[src/rtl/cam_pkg.sv]
package cam_pkg;
  localparam int unsigned CAM_ROWS_DEF  = 8;
  localparam int unsigned CAM_WIDTH_DEF = 8;

  typedef enum logic {
    MODE_WRITE  = 1'b0,
    MODE_SEARCH = 1'b1
  } cam_mode_e;
endpackage

[src/rtl/cam_row_store.sv]
module cam_row_store #(
  parameter int unsigned ROWS  = cam_pkg::CAM_ROWS_DEF,
  parameter int unsigned WIDTH = cam_pkg::CAM_WIDTH_DEF,
  localparam int unsigned AW   = (ROWS > 1) ? $clog2(ROWS) : 1
) (
  input  logic                        clk,
  input  logic                        we,
  input  logic [AW-1:0]               wr_addr,
  input  logic [WIDTH-1:0]            wr_data,
  output logic [ROWS-1:0][WIDTH-1:0]  rows_q
);
  logic [ROWS-1:0] row_sel;

  // one-hot write decode, one select line per row
  for (genvar r = 0; r < ROWS; r++) begin : g_dec
    assign row_sel[r] = we && (wr_addr == AW'(r));

    always_ff @(posedge clk) begin
      if (row_sel[r]) rows_q[r] <= wr_data;
    end
  end
endmodule

[src/rtl/cam_match_array.sv]
module cam_match_array #(
  parameter int unsigned ROWS  = cam_pkg::CAM_ROWS_DEF,
  parameter int unsigned WIDTH = cam_pkg::CAM_WIDTH_DEF
) (
  input  logic [ROWS-1:0][WIDTH-1:0] rows_q,
  input  logic [WIDTH-1:0]           key,
  output logic [ROWS-1:0]            hit
);
  for (genvar r = 0; r < ROWS; r++) begin : g_cmp
    assign hit[r] = (rows_q[r] == key);
  end
endmodule

[src/rtl/cam_or_encoder.sv]
module cam_or_encoder #(
  parameter int unsigned ROWS = cam_pkg::CAM_ROWS_DEF,
  localparam int unsigned AW  = (ROWS > 1) ? $clog2(ROWS) : 1
) (
  input  logic [ROWS-1:0] hit,
  output logic [AW-1:0]   addr,
  output logic            any
);
  // bit k: OR of hit lines whose row index has bit k set
  for (genvar k = 0; k < AW; k++) begin : g_bit
    logic [ROWS-1:0] sel_mask;
    for (genvar r = 0; r < ROWS; r++) begin : g_m
      assign sel_mask[r] = ((r >> k) & 1) != 0;
    end
    assign addr[k] = |(hit & sel_mask);
  end
  assign any = |hit;
endmodule

[src/rtl/cam_binary_top.sv]
module cam_binary_top #(
  parameter int unsigned ROWS  = cam_pkg::CAM_ROWS_DEF,
  parameter int unsigned WIDTH = cam_pkg::CAM_WIDTH_DEF,
  localparam int unsigned AW   = (ROWS > 1) ? $clog2(ROWS) : 1
) (
  input  logic             clk,
  input  logic             rst,
  input  logic             wr_n,
  input  logic [AW-1:0]    wr_addr,
  input  logic [WIDTH-1:0] wr_data,
  input  logic [WIDTH-1:0] search_word,
  output logic [AW-1:0]    match_addr,
  output logic             found
);
  import cam_pkg::*;

  cam_mode_e                       mode;
  logic [ROWS-1:0][WIDTH-1:0]      rows_q;
  logic [ROWS-1:0]                 hit;
  logic [AW-1:0]                   enc_addr;
  logic                            enc_any;

  assign mode = cam_mode_e'(wr_n);

  cam_row_store #(.ROWS(ROWS), .WIDTH(WIDTH)) u_store (
    .clk     (clk),
    .we      (mode == MODE_WRITE),
    .wr_addr (wr_addr),
    .wr_data (wr_data),
    .rows_q  (rows_q)
  );

  cam_match_array #(.ROWS(ROWS), .WIDTH(WIDTH)) u_match (
    .rows_q (rows_q),
    .key    (search_word),
    .hit    (hit)
  );

  cam_or_encoder #(.ROWS(ROWS)) u_enc (
    .hit  (hit),
    .addr (enc_addr),
    .any  (enc_any)
  );

  always_ff @(posedge clk) begin
    if (rst || mode == MODE_WRITE) begin
      match_addr <= '0;
      found      <= 1'b0;
    end else begin
      match_addr <= enc_addr;
      found      <= enc_any;
    end
  end
endmodule

[config.mk]
export PLATFORM = sky130hd
export DESIGN_NAME = cam_binary_top
export DESIGN_NICKNAME = d
export VERILOG_FILES = /design/src/rtl/cam_pkg.sv /design/src/rtl/cam_row_store.sv /design/src/rtl/cam_match_array.sv /design/src/rtl/cam_or_encoder.sv /design/src/rtl/cam_binary_top.sv
export SDC_FILE = /design/constraint.sdc
export NUM_CORES = 1
export LEC_CHECK = 0
export ABC_AREA = 1
export BUFFER_PORTS_ARGS = -buffer_cell sky130_fd_sc_hd__buf_2
export CAP_MARGIN = 20
export CORE_ASPECT_RATIO = 1.5
export CORE_MARGIN = 5
export CORE_UTILIZATION = 50
export DETAILED_ROUTE_END_ITERATION = 6
export HOLD_SLACK_MARGIN = 0.03
export PLACE_DENSITY = 0.7
export SYNTH_ARGS = -nofsm -noshare
export SYNTH_HDL_FRONTEND = slang
export SYNTH_HIERARCHICAL = 1
export SYNTH_SLANG_ARGS = --single-unit
[constraint.sdc]
create_clock -name clk -period 2.35 [get_ports clk]
set_clock_uncertainty 0.2 [all_clocks]
set_input_delay 0.47 -clock clk [delete_from_list [all_inputs] [get_ports clk]]
set_output_delay 0.47 -clock clk [all_outputs]
set_load 0.1 [all_outputs]
Word level (Yosys, flattened, before mapping)
Index checks and enable logic that the tools add are counted.
- word-level logic and storage cells: 40
- output and inout bits: 4
- bits in registers: 68
- input port bits: 22
- bitwise logic cells: 1
- eq/ne operators: 15
- reduce and logical (&&, ||, !) cells: 14
- operators with widths (cell ; number):
    $eq A8 B8 Y1 ; 8
    $eq A3 B3 Y1 const B ; 4
    $reduce_or A4 Y1 ; 3
    $logic_and A1 B1 Y1 ; 8
    $reduce_or A8 Y1 ; 1
    $eq A3 B2 Y1 const B ; 2
    $eq A3 B1 Y1 const B ; 1
    $logic_not A3 Y1 ; 1
    $logic_or A1 B1 Y1 ; 1
    $not A1 Y1 ; 1

Longest topological paths before layout
Gate-level depths: netlist (run 1).
- word-level depth: 2
- depth in mapped cells: 13
- depth with buffers taken out: 12

Hierarchy
The synthesis (run 1) kept the hierarchy.
- by module, submodules not included (module ; cells an instance ; area each (um^2) ; seq. area each (um^2) ; times used):
    cam_row_store ; 81 ; 1985.7 ; 1921.8 ; 1
    cam_match_array ; 328 ; 1305.0 ; 0.0 ; 1
    cam_binary_top ; 15 ; 123.9 ; 80.1 ; 1
    cam_or_encoder ; 18 ; 77.6 ; 0.0 ; 1

Least setup slack after synthesis (run 1)
OpenSTA, ideal clock, no wires.
- kind: register to output
- start point: register found
- end point: output port found
- setup slack: 771 ps
- data required time: 1680 ps
- path buffers: 0
- stages on the path, launching flop included: 1
- arrival: 909 ps
- cell sequence: dfxtp_1
- RTL lines (item ; line ; RTL):
    from (decl) ; cam_binary_top.sv:13 ; output logic found
    from (signal assigned) ; cam_binary_top.sv:51 ; found <= enc_any;
No word-level cell between the ends.

Final worst setup path (run 1)
- start point: register match_addr[0]
- end point: output port match_addr[0]
- RTL lines (item ; line ; RTL):
    from (decl) ; cam_binary_top.sv:12 ; output logic [AW-1:0] match_addr,
    from (signal assigned) ; cam_binary_top.sv:50 ; match_addr <= enc_addr;
No word-level cell between the ends.

==> results.tsv, run 1 <==
metric	value	unit
ys_warn_count	6	
yosys-mux-area-fraction	0	%
rows	37	
synth_area_per_cell	7.90	um^2
critPathTopFamily	buffers and inverters	
clkSinkCount	68	
synth_adder_area_share	0	%
layout.nets	506	
drive_gt1_share	13.5	%
fin_ws	581	ps
crit_fanout	1	
r2r-end	match_addr[2]$_SDFF_PP0_	
antenna_found_initial	0	
r2r_start	u_store/rows_q[50]$_DFFE_PP_	
cts_inserted_buffers	9	
hpwl	5.71	mm
clock_path_buffers	2	
syn_nets	464	
status	complete, no violations	
synth-compound-area-share	0	%
min_to	u_store/rows_q[21]$_DFFE_PP_	
cts_hold_buf	0	
worstPathRequired	1680	ps
dpl_worst_slack	519	ps
synth_largest_area_cell	edfxtp_1	
hold_start	wr_data[5]	
grt_pass1_vias	2672	
cts-root-buf	clkbuf_8	
drv_slew	0	
path_class	flop to output pin	
io_pins	26	
gp_congestion	0.890	
final_common_cell	nand2_1	
cts_resized	0	
core	6850	um^2
cp_slowest_cell	buf_2	
synth-seq-cells	68	
fp.dieW	78.2	um
ir_drop	0.000533	V
dieArea	8790	um^2
routed_wl	7.33	mm
grt_max_degree	12	
wl_per_cell	12.9	um
ys_seq_area_share	57.3	%
area_growth	12.2	%
leakagePower	0.00204	uW
cpPeakStageDelay	420	ps
diodes	0	
cts.reportedPaths.clkPinSlew	70	ps
cap_violations	0	
rrSetupSlack	830	ps
finalSetupViolations	0	
min_period	1770	ps
path_buf_inv	1	
final_util	57.2	%
post_drt_via_cell_ratio	4.62	
rsz0062_at_grt	no	
netlist.area_leader.share	55.0	%
cts_tree	built	
arrival	1100	ps
h-tree-depth	3	
relSlewSlack	67.7	%
synth_top_family_by_area	simple AND/OR/NAND/NOR gates	
drt_iter0_drc	150	
critical_path.cell_chain	buf_2	
fmax	0.565	GHz
postCtsSetupRepairBufs	0	
die_y	112	um
synthCells	442	
antenna_left	0	
worstRegToRegCells	9	
grt_overflow	0	
worstMarginPinSlew	488	ps
synthSimpleGateAreaFrac	30.0	%
grt_use_total	18.7	%
synth_area_leaders	edfxtp_1 55%, nand2_1 23%, inv_1 8.6%	
startpoint_type	flop	
layout_common_cells	218 x nand2_1, 80 x inv_1, 64 x edfxtp_1, 53 x nor2_1, 25 x buf_2	
numPortBuffers	25	
fin_crit_sh	75.3	%
holdPathStages	1	
syn_area	3490	um^2
synth_cell_types	12	
hold_class	primary input to flop	
final-hold-violation-count	0	
pwr_density_cell	637	nW/um^2
tns	0	ps
drt_pass1_iterations	4	
start_util	51.0	%
vias	2617	
drc_errors	0	
p_total	2500	uW
end_kind	output pin	
grt_pass1_wl	12.2	mm
synthXorXnorAreaFrac	0	%
insertion_delay	340	ps
-- worst max-delay path by stage --
stage                     depth (start not counted)               end  slack, ps                     start
after CTS                                         1     match_addr[0]        550  match_addr[0]$_SDFF_PP0_
after detailed placement                         13  found$_SDFF_PP0_        520            search_word[2]
after global routing                              1     match_addr[0]        540  match_addr[0]$_SDFF_PP0_
final                                             1     match_addr[0]        580  match_addr[0]$_SDFF_PP0_
after floorplan                                   0             found        770          found$_SDFF_PP0_
after global placement                           13  found$_SDFF_PP0_        530            search_word[7]
-- stage by stage --
step | cell area (um^2) | std cells | hold WS, ps
finish | 3920 | 567 | 199
global route | 3920 | 567 | 198
CTS | 3920 | 567 | 174
detailed placement | 3730 | 551 | 544
global placement | 3730 | 551 | 531
floorplan | 3490 | 442 | 369
-- flip-flops by register name (all words and copies together) (netlist names) --
signal	count
u_store/rows_q	64
found	1
match_addr	3
-- final cells by class --
class | count | area (um^2)
clock buffers | 11 | 131
clock inverters | 5 | 52.6
fillers | 622 | 2930
inverters | 90 | 355
multi-input cells | 276 | 1050
flip-flops and latches | 68 | 2000
well taps | 78 | 97.6
repair buffers | 39 | 230
-- routing by layer --
layer	track usage (%)	share of wire [%]
met3	2.89	2.4
met4	12.6	4.1
met2	34.4	55
met1	18.9	38
met5	0	0
-- Yosys cell counts --
library cell	number
edfxtp_1	64
nand2_2	2
nor2_1	53
inv_1	80
dfxtp_1	4
inv_2	3
nor2_2	1
inv_4	7
nand4_1	2
buf_4	1
nand2_1	218
buf_6	7
-- where the power goes --
group	total, uW	internal (uW)	switching (uW)
Combinational	228	73.7	155
Sequential	1380	1360	16.6
Clock	888	485	403
Total	2500	1920	575
-- kinds of logic (layout without fill, tap and decap cells) --
| family | after synthesis | in the layout |
|---|---|---|
| AND/OR/NAND/NOR | 276 | 276 |
| buffers and inverters | 98 | 145 |
| flip-flops | 68 | 68 |
(Power assumes the default switching activity.)
==> run 2: changes to the inputs <==
ABC_AREA = 0   (was 1)
PLACE_DENSITY = 0.73   (was 0.7)
clock period = 1.6 ns   (was 2.35 ns; I/O delays follow)
==> run 2 against run 1 <==
Compared with the run above:
- the run now ends with setup timing left
- synthesized area is 15% lower
- clock-buffer cell count is 2 higher
- combinational power is 33% higher
- design area is 13% lower
- register-to-register slack worse by 1100 ps
- routed wire length is 27% lower
- non-clock buffer count is 2 higher
- hold slack worse by 140 ps
- first-iteration DRC count is 62% lower
- clock power is 33% higher
- die area is 14% lower
- via count is 41% lower
- largest cell class unchanged
==> results.tsv, run 2 <==
metric	value	unit	change
grt_pass1_wl	8.65	mm	-29%
synthCells	182		-59%
clkPwrFrac	33.6	%	-2.0 points
p_int	2750	uW	+43%
synth.top_cells.by_count	64 x edfxtp_1, 64 x xnor2_1, 16 x nand4_1		
routed_wl	5.34	mm	-27%
cts_inserted_buffers	9		unchanged
numPortBuffers	25		unchanged
grt_max_degree	12		unchanged
area_growth	15.4	%	
rsz0062_at_grt	yes		
holdPathStages	1		unchanged
wl_per_cell	17.6	um	+36%
antenna_left	0		unchanged
ys_seq_area_share	67.6	%	+10 points
worstPathRequired	1620	ps	-60 ps
path_buf_inv	0		-1
die_y	104	um	-7.2%
p_comb_share	8.6	%	-0.5 points
cts_tree	built		
min_period	1830	ps	
hold_class	primary input to flop		
worstMarginPinSlew	485	ps	-2.57 ps
fin_crit_sh	114	%	
diodes	0		unchanged
r2r-end	found$_SDFF_PP0_		
insertion_delay	330	ps	about the same
ys_warn_count	6		unchanged
relSlewSlack	67.9	%	+0.17 points
synth-seq-cells	68		unchanged
status	finished, violations left		
finalSetupViolations	4		+4
synth_area_leaders	edfxtp_1 65%, xnor2_1 19%, nand4_1 3.4%		
hpwl	3.84	mm	-33%
drv_slew	0		unchanged
h-tree-depth	3		unchanged
p_switching	756	uW	+32%
ir_drop	0.000568	V	+6.6%
path_class	flop to flop		
crit_fanout	2		+1
reg_top3	u_store/rows_q x64, match_addr x3, found x1		
synthFlopType	edfxtp_1		
violations	setup timing		
final_common_cell	edfxtp_1		
grt_use_total	15.7	%	-3.0 points
post_drt_via_cell_ratio	5.13		+11%
largest_register	u_store/rows_q		
synth_edf_count	64		unchanged
cts.reportedPaths.clkPinSlew	70	ps	about the same
synth_cell_types	18		+6
grt_pass1_vias	1710		-36%
synth_area_per_cell	16.3	um^2	+110%
io_pins	26		unchanged
critical_path.cell_chain	xnor2_1 > nand4_1 > nor2_1 > or4_4 > nand2b_4 > and3b_1		
hold_start	wr_data[2]		
final-hold-violation-count	0		unchanged
netlist.area_leader.share	64.9	%	+9.9 points
grt_overflow	0		unchanged
rows	34		-8.1%
cpPeakStageDelay	540	ps	+120 ps
pwr_density_cell	1030	nW/um^2	+61%
drt_pass1_iterations	4		unchanged
fp.dieW	72.8	um	-6.9%
syn_nets	204		-56%
worstRegToRegCells	6		-3
drc_errors	0		unchanged
rrSetupSlack	-230	ps	-1060 ps
largest_reg_flops	64		unchanged
clock_path_buffers	2		unchanged
syn_area	2960	um^2	-15%
drt_iter0_drc	57		-62%
start_util	51.2	%	+0.22 points
leakagePower	0.00114	uW	-44%
dpl_worst_slack	-391	ps	-909 ps
layout_common_cells	64 x edfxtp_1, 62 x xnor2_1, 22 x buf_2, 16 x buf_4, 16 x nand4_1		
synthArstFlopShare	0	%	unchanged
synth_largest_area_cell	edfxtp_1		
clkSinkCount	68		unchanged
cts_hold_buf	0		unchanged
min_to	u_store/rows_q[10]$_DFFE_PP_		
core	5790	um^2	-16%
final_util	59.1	%	+1.9 points
antenna_found_initial	0		unchanged
switching_share	21.6	%	-1.4 points
dieArea	7590	um^2	-14%
layout.nets	248		-51%
gp_congestion	0.717		-19%
power_frac_seq	57.8	%	+2.5 points
r2r_start	u_store/rows_q[42]$_DFFE_PP_		
placed_cell_area	3230	um^2	-13%
arrival	1850	ps	+750 ps
cp_slowest_cell	or4_4		
fmax	0.547	GHz	
fin_ws	-227	ps	-808 ps
critPathTopFamily	simple AND/OR/NAND/NOR gates		
vias	1555		-41%
stdcell_area	3420	um^2	-13%
end_kind	flop		
startpoint_type	flop		
drive_gt1_share	29.9	%	+16 points
cts-root-buf	clkbuf_8		
cap_violations	0		unchanged
run 2: stage by stage:
stage          cells  TNS (ps)  hold WS, ps  total power, uW
6_report         303      -582         63.1             3500
5_1_grt          303      -819         55.2             3650
4_1_cts          303      -638         55.0             3530
3_5_place_dp     287     -1460          404             2370
3_3_place_gp     287     -1230          399             2360
2_1_floorplan    182      -444          219             2260
run 2: logic make-up (layout without fill, tap and decap cells):
| group | count (synthesis) | count (layout) | share of synthesized area, % |
|---|---|---|---|
| and+or+nand+nor | 41 | 41 | 10.4 |
| xor gates and xnor gates | 64 | 64 | 18.9 |
| DFF | 68 | 68 | 67.6 |
| buffers and inverters | 9 | 58 | 3.04 |
run 2: cell type report:
type                            instances  area (um^2)
Clock buffer                           13          149
Clock inverter                          3         15.0
Fill cell                             493         2370
Inverter                                1         3.75
Multi-Input combinational cell        105          892
Sequential cell                        68         2000
Tap cell                               72         90.1
Timing Repair Buffer                   41          265
run 2: how the worst max path moves through the flow:
stage	startpoint	to	slack, ps	depth (start not counted)
2_1_floorplan	search_word[3]	found$_SDFF_PP0_	-210	7
3_3_place_gp	search_word[3]	found$_SDFF_PP0_	-350	7
3_5_place_dp	search_word[3]	found$_SDFF_PP0_	-390	7
4_1_cts	u_store/rows_q[25]$_DFFE_PP_	found$_SDFF_PP0_	-250	6
5_1_grt	u_store/rows_q[44]$_DFFE_PP_	found$_SDFF_PP0_	-300	6
6_report	u_store/rows_q[42]$_DFFE_PP_	found$_SDFF_PP0_	-230	6
run 2: power groups by stage:
stage	clock network, uW	logic (uW)	registers, uW
after floorplan	0	198	2060
after global placement	0	298	2060
after detailed placement	0	304	2060
after CTS	1200	306	2020
after global routing	1290	332	2030
final	1180	303	2020
run 2: worst register-to-register path, stage by stage, from the launching register on:
cell,delay [ps]
edfxtp_1,390
xnor2_1,140
nand4_1,100
nor2_1,70
or4_4,540
nand2b_4,150
and3b_1,150
run 2: repair_timing:
| action | in CTS | in global routing |
|---|---|---|
| gates cloned | 0 | 0 |
| endpoints found under the setup margin | 5 | 6 |
| pin swaps | 14 | 11 |
| buffers inserted | 0 | 0 |
| resized for setup | 3 | 3 |
run 2: routing by layer:
metal	wire length [um]	share of wire, %	global-route usage [%]
met4	126	2.4	7.92
met1	2170	41	19.2
met3	232	4.3	3.58
met5	0	0	0
met2	2810	53	25.5
